**config.mk**
```make
export PLATFORM = sky130hd
export DESIGN_NAME = flash_sreg_guard
export DESIGN_NICKNAME = d
export VERILOG_FILES = /design/src/rtl/fsr_pkg.sv /design/src/rtl/fsr_status_reg.sv /design/src/rtl/fsr_cfg_reg.sv /design/src/rtl/fsr_prot_range.sv /design/src/rtl/fsr_pe_check.sv /design/src/rtl/flash_sreg_guard.sv
export SDC_FILE = /design/constraint.sdc
export NUM_CORES = 1
export LEC_CHECK = 0
export ABC_AREA = 1
export ABC_CLOCK_PERIOD_IN_PS = 2950
export BUFFER_PORTS_ARGS = -buffer_cell sky130_fd_sc_hd__buf_2
export CORE_UTILIZATION = 51
export CTS_CLUSTER_DIAMETER = 150
export DETAILED_ROUTE_END_ITERATION = 8
export PLACE_DENSITY = 0.82
export SYNTH_ARGS = -nofsm -noshare
export SYNTH_HDL_FRONTEND = slang
export SYNTH_HIERARCHICAL = 1
export SYNTH_SLANG_ARGS = --single-unit
```
**constraint.sdc**
```tcl
create_clock -name clk -period 2.95 [get_ports clk]
set_input_delay 0.295 -clock clk [delete_from_list [all_inputs] [get_ports clk]]
set_output_delay 0.295 -clock clk [all_outputs]
set_load 0.01 [all_outputs]
```
**src/rtl/fsr_pkg.sv**
```systemverilog
// Package: shared field positions and the resolved write-operation type for
// the flash status/configuration guard. Assumes an 8-bit status layout.
package fsr_pkg;
    localparam int SR_SWD_BIT = 7;
    localparam int SR_TB_BIT  = 6;
    localparam int SR_BP_LSB  = 2;
    localparam int SR_WEL_BIT = 1;

    typedef enum logic [2:0] {
        OP_NONE,
        OP_WREN,
        OP_WRSR,
        OP_WRCFG,
        OP_PE
    } wr_op_e;

    // Resolve concurrent write strobes by fixed priority.
    function automatic wr_op_e pick_op(input logic wren, input logic wrsr,
                                       input logic wrcfg, input logic pe);
        if (wrsr)       return OP_WRSR;
        else if (wrcfg) return OP_WRCFG;
        else if (pe)    return OP_PE;
        else if (wren)  return OP_WREN;
        else            return OP_NONE;
    endfunction
endpackage

```
**src/rtl/fsr_status_reg.sv**
```systemverilog
// Status register: write-disable, top/bottom, protect size and write-enable
// latch. Assumes op has already been resolved to a single operation.
module fsr_status_reg
    import fsr_pkg::*;
#(
    parameter int BP_W = 4
) (
    input  logic            clk,
    input  logic            rst_n,
    input  wr_op_e          op,
    input  logic [7:0]      wdat,
    input  logic            wp_n,
    output logic            swd,
    output logic            tb,
    output logic [BP_W-1:0] bp,
    output logic            wel,
    output logic            hw_lock
);
    // Hardware lock: write-disable set while the pin is held low.
    assign hw_lock = swd & ~wp_n;

    // Register update for latch set, status write and latch clearing.
    always_ff @(posedge clk) begin
        if (!rst_n) begin
            swd <= 1'b0;
            tb  <= 1'b0;
            bp  <= '0;
            wel <= 1'b0;
        end else begin
            case (op)
                OP_WREN: wel <= 1'b1;
                OP_WRSR: begin
                    if (wel) begin
                        wel <= 1'b0;
                        if (!hw_lock) begin
                            swd <= wdat[SR_SWD_BIT];
                            tb  <= wdat[SR_TB_BIT];
                            bp  <= wdat[SR_BP_LSB +: BP_W];
                        end
                    end
                end
                OP_WRCFG, OP_PE: if (wel) wel <= 1'b0;
                default: ;
            endcase
        end
    end

    a_r4_locked_frozen: assert property (@(posedge clk) disable iff (!rst_n)
        (op == OP_WRSR && hw_lock) |=> ($stable({swd, tb, bp}) && !wel));
    a_r2_latch_set: assert property (@(posedge clk) disable iff (!rst_n)
        (op == OP_WREN) |=> wel);
    a_r5_sr_needs_latch: assert property (@(posedge clk) disable iff (!rst_n)
        (op == OP_WRSR && !wel) |=> $stable({swd, tb, bp, wel}));
endmodule

```
**src/rtl/fsr_cfg_reg.sv**
```systemverilog
// Configuration register standing in for non-volatile storage; resets to the
// erased all-ones state. Assumes op is resolved and wel is the current latch.
module fsr_cfg_reg
    import fsr_pkg::*;
#(
    parameter int CFG_W = 16
) (
    input  logic             clk,
    input  logic             rst_n,
    input  wr_op_e           op,
    input  logic             wel,
    input  logic [CFG_W-1:0] wdat,
    output logic [CFG_W-1:0] cfg
);
    // Load on an enabled configuration write.
    always_ff @(posedge clk) begin
        if (!rst_n)                      cfg <= '1;
        else if (op == OP_WRCFG && wel)  cfg <= wdat;
    end

    a_r6_cfg_load: assert property (@(posedge clk) disable iff (!rst_n)
        (op == OP_WRCFG && wel) |=> (cfg == $past(wdat)));
    a_r5_cfg_needs_latch: assert property (@(posedge clk) disable iff (!rst_n)
        (op == OP_WRCFG && !wel) |=> $stable(cfg));
endmodule

```
**src/rtl/fsr_prot_range.sv**
```systemverilog
// Protected window from the size field and top/bottom bit. Size 0 protects
// nothing; each step doubles from one sector and saturates at the array.
module fsr_prot_range #(
    parameter int ADDR_W = 24,
    parameter int SECT_W = 16,
    parameter int BP_W   = 4
) (
    input  logic              tb,
    input  logic [BP_W-1:0]   bp,
    output logic              none,
    output logic [ADDR_W-1:0] lo,
    output logic [ADDR_W-1:0] hi
);
    localparam int SHIFT_MAX = ADDR_W - SECT_W;
    localparam int SZ_W      = ADDR_W + 1;

    logic [SZ_W-1:0] size_b;
    logic [SZ_W-1:0] full_b;
    int              sh;

    // Window size in bytes, saturating at the whole array.
    always_comb begin
        full_b = {1'b1, {ADDR_W{1'b0}}};
        if (bp == '0)                     sh = 0;
        else if (int'(bp) > SHIFT_MAX)    sh = SHIFT_MAX;
        else                              sh = int'(bp) - 1;
        size_b = {{(SZ_W-1){1'b0}}, 1'b1} << (SECT_W + sh);
    end

    // Window edges, anchored at the top or the bottom of the array.
    always_comb begin
        none = (bp == '0);
        if (none) begin
            lo = '0;
            hi = '0;
        end else if (tb) begin
            lo = '0;
            hi = ADDR_W'(size_b - 1'b1);
        end else begin
            lo = ADDR_W'(full_b - size_b);
            hi = '1;
        end
    end

    // Window sanity on every evaluation.
    always_comb begin
        if (!none) a_r7_ordered: assert (lo <= hi);
        if (int'(bp) > SHIFT_MAX) a_r9_whole_array: assert (lo == '0 && hi == '1);
    end
endmodule

```
**src/rtl/fsr_pe_check.sv**
```systemverilog
// Program/erase gate: compares the request address with the window and
// pulses grant or error for one cycle. Assumes the window reflects status.
module fsr_pe_check
    import fsr_pkg::*;
#(
    parameter int ADDR_W = 24
) (
    input  logic              clk,
    input  logic              rst_n,
    input  wr_op_e            op,
    input  logic              wel,
    input  logic [ADDR_W-1:0] addr,
    input  logic              none,
    input  logic [ADDR_W-1:0] lo,
    input  logic [ADDR_W-1:0] hi,
    output logic              grant,
    output logic              err
);
    logic hit;

    // Address inside the protected window.
    assign hit = !none && (addr >= lo) && (addr <= hi);

    // One-cycle outcome pulse for an enabled request.
    always_ff @(posedge clk) begin
        if (!rst_n) begin
            grant <= 1'b0;
            err   <= 1'b0;
        end else begin
            grant <= (op == OP_PE) && wel && !hit;
            err   <= (op == OP_PE) && wel && hit;
        end
    end

    a_r10_exclusive: assert property (@(posedge clk) disable iff (!rst_n)
        !(grant && err));
    a_r10_single_pulse: assert property (@(posedge clk) disable iff (!rst_n)
        (grant || err) |=> !(grant || err));
    a_r5_pe_needs_latch: assert property (@(posedge clk) disable iff (!rst_n)
        (op == OP_PE && !wel) |=> !(grant || err));
endmodule

```
**src/rtl/flash_sreg_guard.sv**
```systemverilog
// Top: resolves instruction strobes, holds status and configuration,
// derives the protected window, gates program/erase and serves reads.
module flash_sreg_guard
    import fsr_pkg::*;
#(
    parameter int ADDR_W = 24,
    parameter int SECT_W = 16,
    parameter int BP_W   = 4,
    parameter int CFG_W  = 16
) (
    input  logic              clk,
    input  logic              rst_n,
    input  logic              wp_n,
    input  logic              cmd_wren,
    input  logic              cmd_wrsr,
    input  logic              cmd_rdsr,
    input  logic              cmd_wrcfg,
    input  logic              cmd_rdcfg,
    input  logic              cmd_pe,
    input  logic [CFG_W-1:0]  wr_data,
    input  logic [ADDR_W-1:0] pe_addr,
    output logic [7:0]        status_q,
    output logic [CFG_W-1:0]  cfg_q,
    output logic              hw_locked,
    output logic              prot_none,
    output logic [ADDR_W-1:0] prot_lo,
    output logic [ADDR_W-1:0] prot_hi,
    output logic              pe_grant,
    output logic              prot_err,
    output logic              rd_valid,
    output logic [CFG_W-1:0]  rd_data
);
    wr_op_e          op;
    logic            swd;
    logic            tb;
    logic [BP_W-1:0] bp;
    logic            wel;

    // Single operation per cycle, by fixed priority.
    assign op = pick_op(cmd_wren, cmd_wrsr, cmd_wrcfg, cmd_pe);

    fsr_status_reg #(.BP_W(BP_W)) u_status (
        .clk(clk), .rst_n(rst_n), .op(op), .wdat(wr_data[7:0]), .wp_n(wp_n),
        .swd(swd), .tb(tb), .bp(bp), .wel(wel), .hw_lock(hw_locked)
    );

    fsr_cfg_reg #(.CFG_W(CFG_W)) u_cfg (
        .clk(clk), .rst_n(rst_n), .op(op), .wel(wel), .wdat(wr_data), .cfg(cfg_q)
    );

    fsr_prot_range #(.ADDR_W(ADDR_W), .SECT_W(SECT_W), .BP_W(BP_W)) u_range (
        .tb(tb), .bp(bp), .none(prot_none), .lo(prot_lo), .hi(prot_hi)
    );

    fsr_pe_check #(.ADDR_W(ADDR_W)) u_pe (
        .clk(clk), .rst_n(rst_n), .op(op), .wel(wel), .addr(pe_addr),
        .none(prot_none), .lo(prot_lo), .hi(prot_hi),
        .grant(pe_grant), .err(prot_err)
    );

    // Packed status view.
    assign status_q = {swd, tb, bp, wel, 1'b0};

    // Registered read port; status read wins over configuration read.
    always_ff @(posedge clk) begin
        if (!rst_n) begin
            rd_valid <= 1'b0;
            rd_data  <= '0;
        end else begin
            rd_valid <= cmd_rdsr | cmd_rdcfg;
            if (cmd_rdsr)       rd_data <= CFG_W'(status_q);
            else if (cmd_rdcfg) rd_data <= cfg_q;
        end
    end

    a_r11_read_valid: assert property (@(posedge clk) disable iff (!rst_n)
        (cmd_rdsr || cmd_rdcfg) |=> rd_valid);
    a_r4_lock_flag: assert property (@(posedge clk) disable iff (!rst_n)
        hw_locked == (status_q[SR_SWD_BIT] && !wp_n));
endmodule

```
==> results.json, run 1 <==
{
  "outcome": "complete, no violations",
  "whs_path_depth": 3,
  "num_vias": 4077,
  "power_leakage_uw": 0.00268,
  "cts.reportedPaths.clkPinSlew_ns": 0.08,
  "drtIter0Drc": 219,
  "syn2layout_area_growth_pct": 21.4,
  "drc": 0,
  "ir_drop_uv": 270,
  "cts-buffers-inserted": 5,
  "wl_mm": 10.3,
  "max_freq_mhz": 360,
  "r2r_slack_ns": 0.17,
  "start_kind": "flop",
  "first_global_vias": 3659,
  "grt_max_degree": 34,
  "layout_common_cells": "nand2_1, buf_2, inv_1",
  "holdPathEnd": "u_cfg/cfg[9]",
  "async_flop_share": 0,
  "crit_type": "flop to flop",
  "power_uw": 1890,
  "max_cap_violations": 0,
  "drt_pass1_iterations": 5,
  "final_layout_size_suffix_gt1_frac": 0.288,
  "synth_seq_cells": 42,
  "fin_crit_ns": 2.78,
  "tightest_slew_ns": 0.666,
  "postRouteAntennaNets": 0,
  "io_pins": 142,
  "placementRows": 31,
  "r2r_end": "u_pe/grant",
  "cp_max_fo": 11,
  "setup_viol": 0,
  "hpwl_mm": 8.22,
  "die-height_um": 89.2,
  "coreArea_mm2": 0.00729,
  "die_x_um": 89.2,
  "syn_area_mm2": 0.00387,
  "ys_dominant_reg_cell": "dfxtp_1",
  "setup.worst_path.end_class": "flop",
  "start_util": 0.531,
  "syn_inst": 600,
  "slew_headroom": 0.554,
  "final_nets": 825,
  "required_ns": 3.14,
  "antenna_found_initial": 0,
  "hp-class": "input pin to flop",
  "grt-ovfl-total": 0,
  "grt_first_pass_wirelength_mm": 15.7,
  "grtUsageTotal": 0.247,
  "yosys_warnings": 6,
  "ys_types": 38,
  "via_per_inst": 4.95,
  "holdWs_ns": 0.240,
  "port_buffers": 124,
  "final_common_cell": "nand2_1",
  "min_from": "wr_data[9]",
  "clk_latency_ns": 0.30,
  "cts_buffer_depth": 2,
  "wl_per_cell_um": 12.4,
  "synth_edf_count": 0,
  "finalWeightedCongestion": 0.857,
  "r2r_start": "u_status/bp[1]",
  "fin_skew_ns": 0.00773,
  "fill_cells": 722,
  "crit_arrival_ns": 2.96,
  "period_share": 0.941,
  "power_density_mw_per_mm2": 402,
  "finalMaxSlewViolations": 0,
  "antenna_cells": 0,
  "hold_viol_final": 0,
  "cts_tree": "done",
  "cts_root_buf": "clkbuf_8",
  "avgSynthCellArea_um2": 6.46,
  "cts.sinks": 42,
  "dieArea_mm2": 0.00795,
  "yosysSeqAreaShare": 0.217,
  "h-tree-depth": 2,
  "reg2reg_depth": 19
}
## kinds of logic after synthesis
family          share of synthesized area
simple gates                        0.358
buf+inv                             0.168
compound gates                     0.0846
fa+ha+maj                           0.165
flops                               0.217
other cells                       0.00291
xor+xnor                          0.00452
## worst max-delay path by stage
stage | startpoint | end | slack (ns) | cells past startpoint
3_3_place_gp | u_status/bp[0] | u_pe/err | 0.27 | 19
2_1_floorplan | u_status/bp[0] | u_pe/err | 0.09 | 19
5_1_grt | u_status/bp[1] | u_pe/grant | -0.05 | 20
6_report | u_status/bp[1] | u_pe/grant | 0.17 | 19
4_1_cts | u_status/bp[0] | u_pe/err | 0.13 | 18
3_5_place_dp | u_status/bp[0] | u_pe/err | 0.14 | 18
## registers in the layout (all words and copies together), names as in the netlist
register and count:
rd_data 16, u_status/bp 4, u_pe/err 1, u_status/swd 1, rd_valid 1, u_status/wel 1
u_status/tb 1, u_pe/grant 1, u_cfg/cfg 16
## critical path, stage by stage, from the launching register on
cell and delay (ns):
dfxtp_1 0.35, inv_2 0.05, ha_4 0.16, buf_4 0.17
nand2_8 0.12, nand4_1 0.25, o21ai_2 0.23, nand2_1 0.08
nor2_2 0.13, inv_2 0.06, ha_4 0.26, nand2_1 0.07
nor2_2 0.12, nand2_2 0.08, nor2_2 0.12, nand3_1 0.09
nor2_2 0.13, nor2_2 0.05, nor2_4 0.08, a21oi_1 0.06
## routing by layer
| metal | GRT usage | wire length, um | vias to the layer above |
|---|---|---|---|
| met5 | 0 | 0 | - |
| met4 | 0.0447 | 95 | 0 |
| met3 | 0.0536 | 792 | 11 |
| met2 | 0.430 | 4990 | 143 |
| met1 | 0.316 | 4380 | 1817 |
| li1 | - | - | 2106 |
## timing repair
item / CTS / global route
endpoints found under the setup margin: 0 / 2
setup buffers: 0 / 4
gates resized for setup: 0 / 23
hold buffers: 0 / 0
## layout make-up
cell class | instances | area (um^2) | area share
inverter | 117 | 447 | 0.0950
clock inverter | 2 | 15.0 | 0.00319
clock buffer | 5 | 68.8 | 0.0146
sequential | 42 | 842 | 0.179
tap | 99 | 124 | 0.0263
timing repair buffer | 135 | 703 | 0.150
multi-input combinational | 424 | 2500 | 0.532
## where the power goes
group	total (uW)	leakage (uW)	switching [uW]	internal [uW]
logic	920	0.00230	575	344
clock network	365	0.0000362	203	162
registers	607	0.000344	17.1	590
total	1890	0.00268	796	1100
## cells in the mapped netlist, types with 2 or more instances
| cell | count | area (um^2) |
|---|---|---|
| a21o_1 | 2 | 15.0 |
| a21oi_1 | 41 | 205 |
| a21oi_2 | 2 | 17.5 |
| buf_2 | 4 | 20.0 |
| buf_4 | 14 | 105 |
| buf_6 | 6 | 67.6 |
| clkbuf_1 | 2 | 7.51 |
| conb_1 | 3 | 11.3 |
| dfxtp_1 | 42 | 841 |
| ha_1 | 51 | 638 |
| inv_1 | 107 | 402 |
| inv_2 | 6 | 22.5 |
| inv_4 | 3 | 18.8 |
| nand2_1 | 149 | 559 |
| nand2_2 | 13 | 81.3 |
| nand3_1 | 50 | 250 |
| nand4_1 | 14 | 87.6 |
| nor2_1 | 53 | 199 |
| nor2_2 | 6 | 37.5 |
| nor2_4 | 7 | 78.8 |
| nor3_1 | 3 | 15.0 |
| o21ai_0 | 5 | 25.0 |
| o21ai_1 | 2 | 10.0 |
## per-stage QoR
step	cells	area, um^2	setup TNS (ns)	worst slack (ns)	util
finish	824	4700	0	0.175	0.645
global route	824	4700	-0.104	-0.0524	0.645
CTS	820	4590	0	0.131	0.629
detailed placement	813	4500	0	0.142	0.618
global placement	813	4500	0	0.267	0.618
floorplan	610	3910	0	0.0868	-
(Power assumes the default switching activity.)
==> run 2, diff against run 1 <==
CORE_UTILIZATION = 45   (was 51)
PLACE_DENSITY = 0.74   (was 0.82)
==> results.json, run 2 (synthesis results as in run 1) <==
{
  "h-tree-depth": 2,
  "fin_skew_ns": 0.00687,
  "cts_tree": "done",
  "path_buf_inv": 3,
  "use_met2": 0.376,
  "cp_max_fo": 7,
  "start_kind": "flop",
  "whs_path_depth": 3,
  "power_leakage_uw": 0.00272,
  "finalMaxSlewViolations": 0,
  "postRouteAntennaNets": 0,
  "holdWs_ns": 0.243,
  "finalNonFillerCells": 830,
  "cts_root_buf": "clkbuf_8",
  "hold_buffers": 0,
  "power_density_mw_per_mm2": 398,
  "power_frac_seq": 0.321,
  "swShare": 0.420,
  "pwr-share-comb": 0.487,
  "grt_util_met1": 0.289,
  "cts-buffers-inserted": 5,
  "final_layout_size_suffix_gt1_frac": 0.294,
  "max_cap_violations": 0,
  "min_from": "wr_data[13]",
  "antenna_cells": 0,
  "cts.sinks": 42,
  "r2r_end": "u_pe/err",
  "top_usage_layer": "met2",
  "top_regs": "rd_data x16, u_cfg/cfg x16, u_status/bp x4",
  "start_util": 0.469,
  "die_x_um": 94.8,
  "grt-ovfl-total": 0,
  "r2r_slack_ns": 0.08,
  "period_share": 0.973,
  "finalWeightedCongestion": 0.891,
  "clk_latency_ns": 0.29,
  "io_pins": 142,
  "worst_path_dominant_cell_family": "simple AND/OR/NAND/NOR gates",
  "die-height_um": 94.8,
  "wl_mm": 10.3,
  "max_freq_mhz": 348,
  "slew_headroom": 0.557,
  "grt_first_pass_wirelength_mm": 16.2,
  "first_global_vias": 3702,
  "coreArea_mm2": 0.00826,
  "internal-power_uw": 1100,
  "layout_common_cells": "nand2_1, buf_2, inv_1",
  "grt_max_degree": 34,
  "reg2reg_depth": 22,
  "port_buffers": 124,
  "setup_viol": 0,
  "antenna_found_initial": 0,
  "crit_path_top_delay_cell": "dfxtp_2",
  "wl_per_cell_um": 12.4,
  "r2r_start": "u_status/bp[1]",
  "hp-class": "input pin to flop",
  "num_vias": 4069,
  "grtUsageTotal": 0.223,
  "met3_usage": 0.0491,
  "holdPathEnd": "u_cfg/cfg[13]",
  "crit_arrival_ns": 3.10,
  "p_sw_uw": 795,
  "hpwl_mm": 8.32,
  "placementRows": 33,
  "cts.reportedPaths.clkPinSlew_ns": 0.08,
  "tightest_slew_ns": 0.662,
  "path_cells": "inv_2 -> ha_4 -> inv_2 -> o21ai_4 -> nand2_2 -> a21oi_4 -> nand2_2 -> nand3_2 -> o21ai_0 -> nor2_1 -> inv_1 -> ha_4 -> nand2_2 -> nor2_4 -> nand2_2 -> nor2_2 -> nand3_1 -> nor2_2 -> nor2_2 -> nor2_4 -> nand2_1 -> nor2_2",
  "required_ns": 3.18,
  "critPathLaunch": "u_status/bp[1]",
  "drt_pass1_iterations": 5,
  "final_nets": 825,
  "via_per_inst": 4.90,
  "drtIter0Drc": 191,
  "dieArea_mm2": 0.00898,
  "final_core_util": 0.576,
  "fin_crit_ns": 2.87,
  "ir_drop_uv": 195,
  "final_common_cell": "nand2_1",
  "slowest_delay_ns": 0.34,
  "syn2layout_area_growth_pct": 22.8,
  "rsz0062_at_grt": "true",
  "setup.worst_path.end_class": "flop",
  "outcome": "complete, no violations",
  "dp_cells": 819,
  "drc": 0,
  "hold_viol_final": 0,
  "crit_type": "flop to flop",
  "clkPwrFrac": 0.192,
  "cts_buffer_depth": 2
}
## run 2: through the flow
step / cell area, um^2 / worst slack (ns) / TNS [ns] / power, uW
detailed placement: 4510 / 0.195 / 0 / 1480
global route: 4760 / -0.0907 / -0.154 / 2060
global placement: 4510 / 0.268 / 0 / 1450
floorplan: 3910 / 0.0868 / 0 / 1240
CTS: 4600 / 0.157 / 0 / 1850
finish: 4760 / 0.0794 / 0 / 1890
## run 2: repair_timing
item,CTS,global route
endpoints found under the setup margin,0,2
resized for setup,0,32
endpoints found under the hold margin,0,0
setup buffers,0,4
## run 2: area by class of cell
type	instances	area, um^2
clock inverters	2	15.0
fillers	869	3500
flip-flops and latches	42	843
inverters	117	447
repair buffers	135	707
clock buffers	5	68.8
well taps	105	131
multi-input cells	424	2550
## run 2: routing by layer
layer | wire length (um) | share of wire
met5 | 0 | 0
met1 | 4590 | 0.45
met2 | 4910 | 0.48
met3 | 622 | 0.061
met4 | 135 | 0.013
## run 2: power by group through the flow
stage / Clock (uW) / Sequential [uW] / Combinational (uW)
after floorplan: 0 / 630 / 606
after global placement: 0 / 620 / 831
after detailed placement: 0 / 621 / 857
after CTS: 377 / 608 / 860
after global routing: 395 / 612 / 1050
final: 363 / 608 / 923
## run 2: worst max-delay path by stage
stage | to | cells past startpoint | slack, ns
final | u_pe/err | 22 | 0.08
after global placement | u_pe/err | 19 | 0.27
after CTS | u_pe/err | 20 | 0.16
after global routing | u_pe/err | 22 | -0.09
after detailed placement | u_pe/grant | 19 | 0.19
after floorplan | u_pe/err | 19 | 0.09
## run 2: worst min-delay path: cells and delay by family
family	cells	cell delay [ns]
buffers and inverters	1	0.07
and+or+nand+nor	2	0.14
==> run 3, diff against run 2 <==
CELL_PAD_IN_SITES_DETAIL_PLACEMENT = 0   (was unset)
CELL_PAD_IN_SITES_GLOBAL_PLACEMENT = 1   (was unset)
CORE_UTILIZATION = 34   (was 45)
PLACE_DENSITY = unset   (was 0.74)
PLACE_DENSITY_LB_ADDON = 0.1   (was unset)
==> results.json, run 3 (synthesis results as in run 1) <==
{
  "grt_max_degree": 34,
  "crit_path_top_delay_cell": "dfxtp_2",
  "fin_skew_ns": 0.00288,
  "clk_latency_ns": 0.28,
  "cts_tree": "done",
  "cts.sinks": 42,
  "finalMaxSlewViolations": 0,
  "max_cap_violations": 0,
  "path_common_cell": "nor2_2",
  "hpwl_mm": 8.72,
  "r2r_start": "u_status/bp[1]",
  "critPathLaunch": "u_status/bp[1]",
  "max_freq_mhz": 361,
  "drt_pass1_iterations": 6,
  "power_uw": 2150,
  "tightest_slew_ns": 0.696,
  "wl_mm": 11.0,
  "io_pins": 142,
  "drc": 0,
  "layout_common_cells": "nand2_1, buf_2, inv_1",
  "whs_path_depth": 3,
  "required_ns": 3.16,
  "outcome": "complete, no violations",
  "cts_buffer_depth": 2,
  "die_x_um": 109,
  "h-tree-depth": 2,
  "fin_setup_tns_ns": 0,
  "path_cells": "inv_2 -> ha_4 -> inv_4 -> o21ai_4 -> nand4_1 -> o21ai_2 -> nand2_1 -> nor2_1 -> inv_1 -> ha_4 -> nand2_4 -> nor2_4 -> nand2_2 -> nor2_2 -> nand3_1 -> nor2_2 -> nor2_2 -> nor2_4 -> nand2_2 -> nor2_2",
  "setup.worst_path.end_class": "flop",
  "drtIter0Drc": 126,
  "r2r_end": "u_pe/err",
  "finalWeightedCongestion": 0.814,
  "cp_max_fo": 7,
  "grtUsageTotal": 0.188,
  "placementRows": 38,
  "power_leakage_uw": 0.00275,
  "fin_crit_ns": 2.77,
  "cts.reportedPaths.clkPinSlew_ns": 0.06,
  "wl_per_cell_um": 12.6,
  "first_global_vias": 3705,
  "crit_type": "flop to flop",
  "setup_viol": 0,
  "r2r_slack_ns": 0.18,
  "rsz0062_at_grt": "true",
  "crit_arrival_ns": 2.98,
  "final_common_cell": "nand2_1",
  "dieArea_mm2": 0.0118,
  "port_buffers": 124,
  "final_core_util": 0.447,
  "final_nets": 827,
  "path_buf_inv": 3,
  "syn2layout_area_growth_pct": 26.8,
  "start_util": 0.353,
  "slew_headroom": 0.535,
  "final_layout_size_suffix_gt1_frac": 0.304,
  "period_share": 0.939,
  "via_per_inst": 4.57,
  "die-height_um": 109,
  "hold_viol_final": 0,
  "coreArea_mm2": 0.0110,
  "postRouteAntennaNets": 0,
  "hp-class": "input pin to flop",
  "dp_cells": 855,
  "antenna_cells": 0,
  "grt-ovfl-total": 0,
  "num_vias": 3965,
  "power_density_mw_per_mm2": 437,
  "slowest_delay_ns": 0.32,
  "finalNonFillerCells": 868,
  "reg2reg_depth": 20,
  "cts_root_buf": "clkbuf_16",
  "cts-buffers-inserted": 5,
  "worst_path_dominant_cell_family": "simple AND/OR/NAND/NOR gates",
  "antenna_found_initial": 0,
  "start_kind": "flop",
  "min_from": "wr_data[1]",
  "grt_first_pass_wirelength_mm": 17.7,
  "ir_drop_uv": 266,
  "top_regs": "rd_data x16, u_cfg/cfg x16, u_status/bp x4",
  "holdPathEnd": "u_cfg/cfg[1]"
}
[run 3: worst max-delay path by stage]
stage / cells past startpoint / endpoint
6_report: 20 / u_pe/err
5_1_grt: 20 / u_pe/err
4_1_cts: 16 / u_pe/err
3_5_place_dp: 16 / u_pe/err
3_3_place_gp: 17 / u_pe/err
2_1_floorplan: 19 / u_pe/err
[run 3: final cells by class]
cell class / count / area, um^2
fillers: 1200 / 6070
repair buffers: 137 / 718
flip-flops and latches: 42 / 845
well taps: 140 / 175
clock buffers: 8 / 166
inverters: 117 / 449
multi-input cells: 424 / 2560
[run 3: stage by stage]
stage                     cell area [um^2]  hold WS, ns  setup WS [ns]
after floorplan                       3910        0.415         0.0868
after global placement                4560        0.448          0.223
after detailed placement              4560        0.457          0.152
after CTS                             4730        0.256          0.133
after global routing                  4910        0.256        -0.0481
final                                 4910        0.261          0.179
[run 3: worst register-to-register path, cell delays in order, from the launching register on]
cell and delay (ns):
dfxtp_2 0.32, inv_2 0.06, ha_4 0.16, inv_4 0.04
o21ai_4 0.24, nand4_1 0.25, o21ai_2 0.22, nand2_1 0.07
nor2_1 0.13, inv_1 0.09, ha_4 0.28, nand2_4 0.05
nor2_4 0.08, nand2_2 0.07, nor2_2 0.10, nand3_1 0.08
nor2_2 0.14, nor2_2 0.06, nor2_4 0.11, nand2_2 0.05
nor2_2 0.11
[run 3: timing repair]
action,4_1_cts,5_1_grt
hold endpoints to repair,0,0
gates resized for setup,0,38
buffers inserted,0,5
endpoints found under the setup margin,0,2
hold buffers,0,0
[run 3: where the power goes]
part | leakage (uW) | total (uW) | internal (uW) | switching, uW
clock | 0.0000832 | 597 | 383 | 214
combinational | 0.00233 | 941 | 353 | 588
sequential | 0.000345 | 609 | 591 | 17.4
[run 3: metal layers]
layer	up-vias	global-route usage	wire, um	part of all wire
met4	0	0.00869	0	0
met1	1774	0.266	5470	0.50
met5	-	0	0	0
met3	0	0.0383	519	0.047
li1	2099	-	-	-
met2	92	0.306	4990	0.45
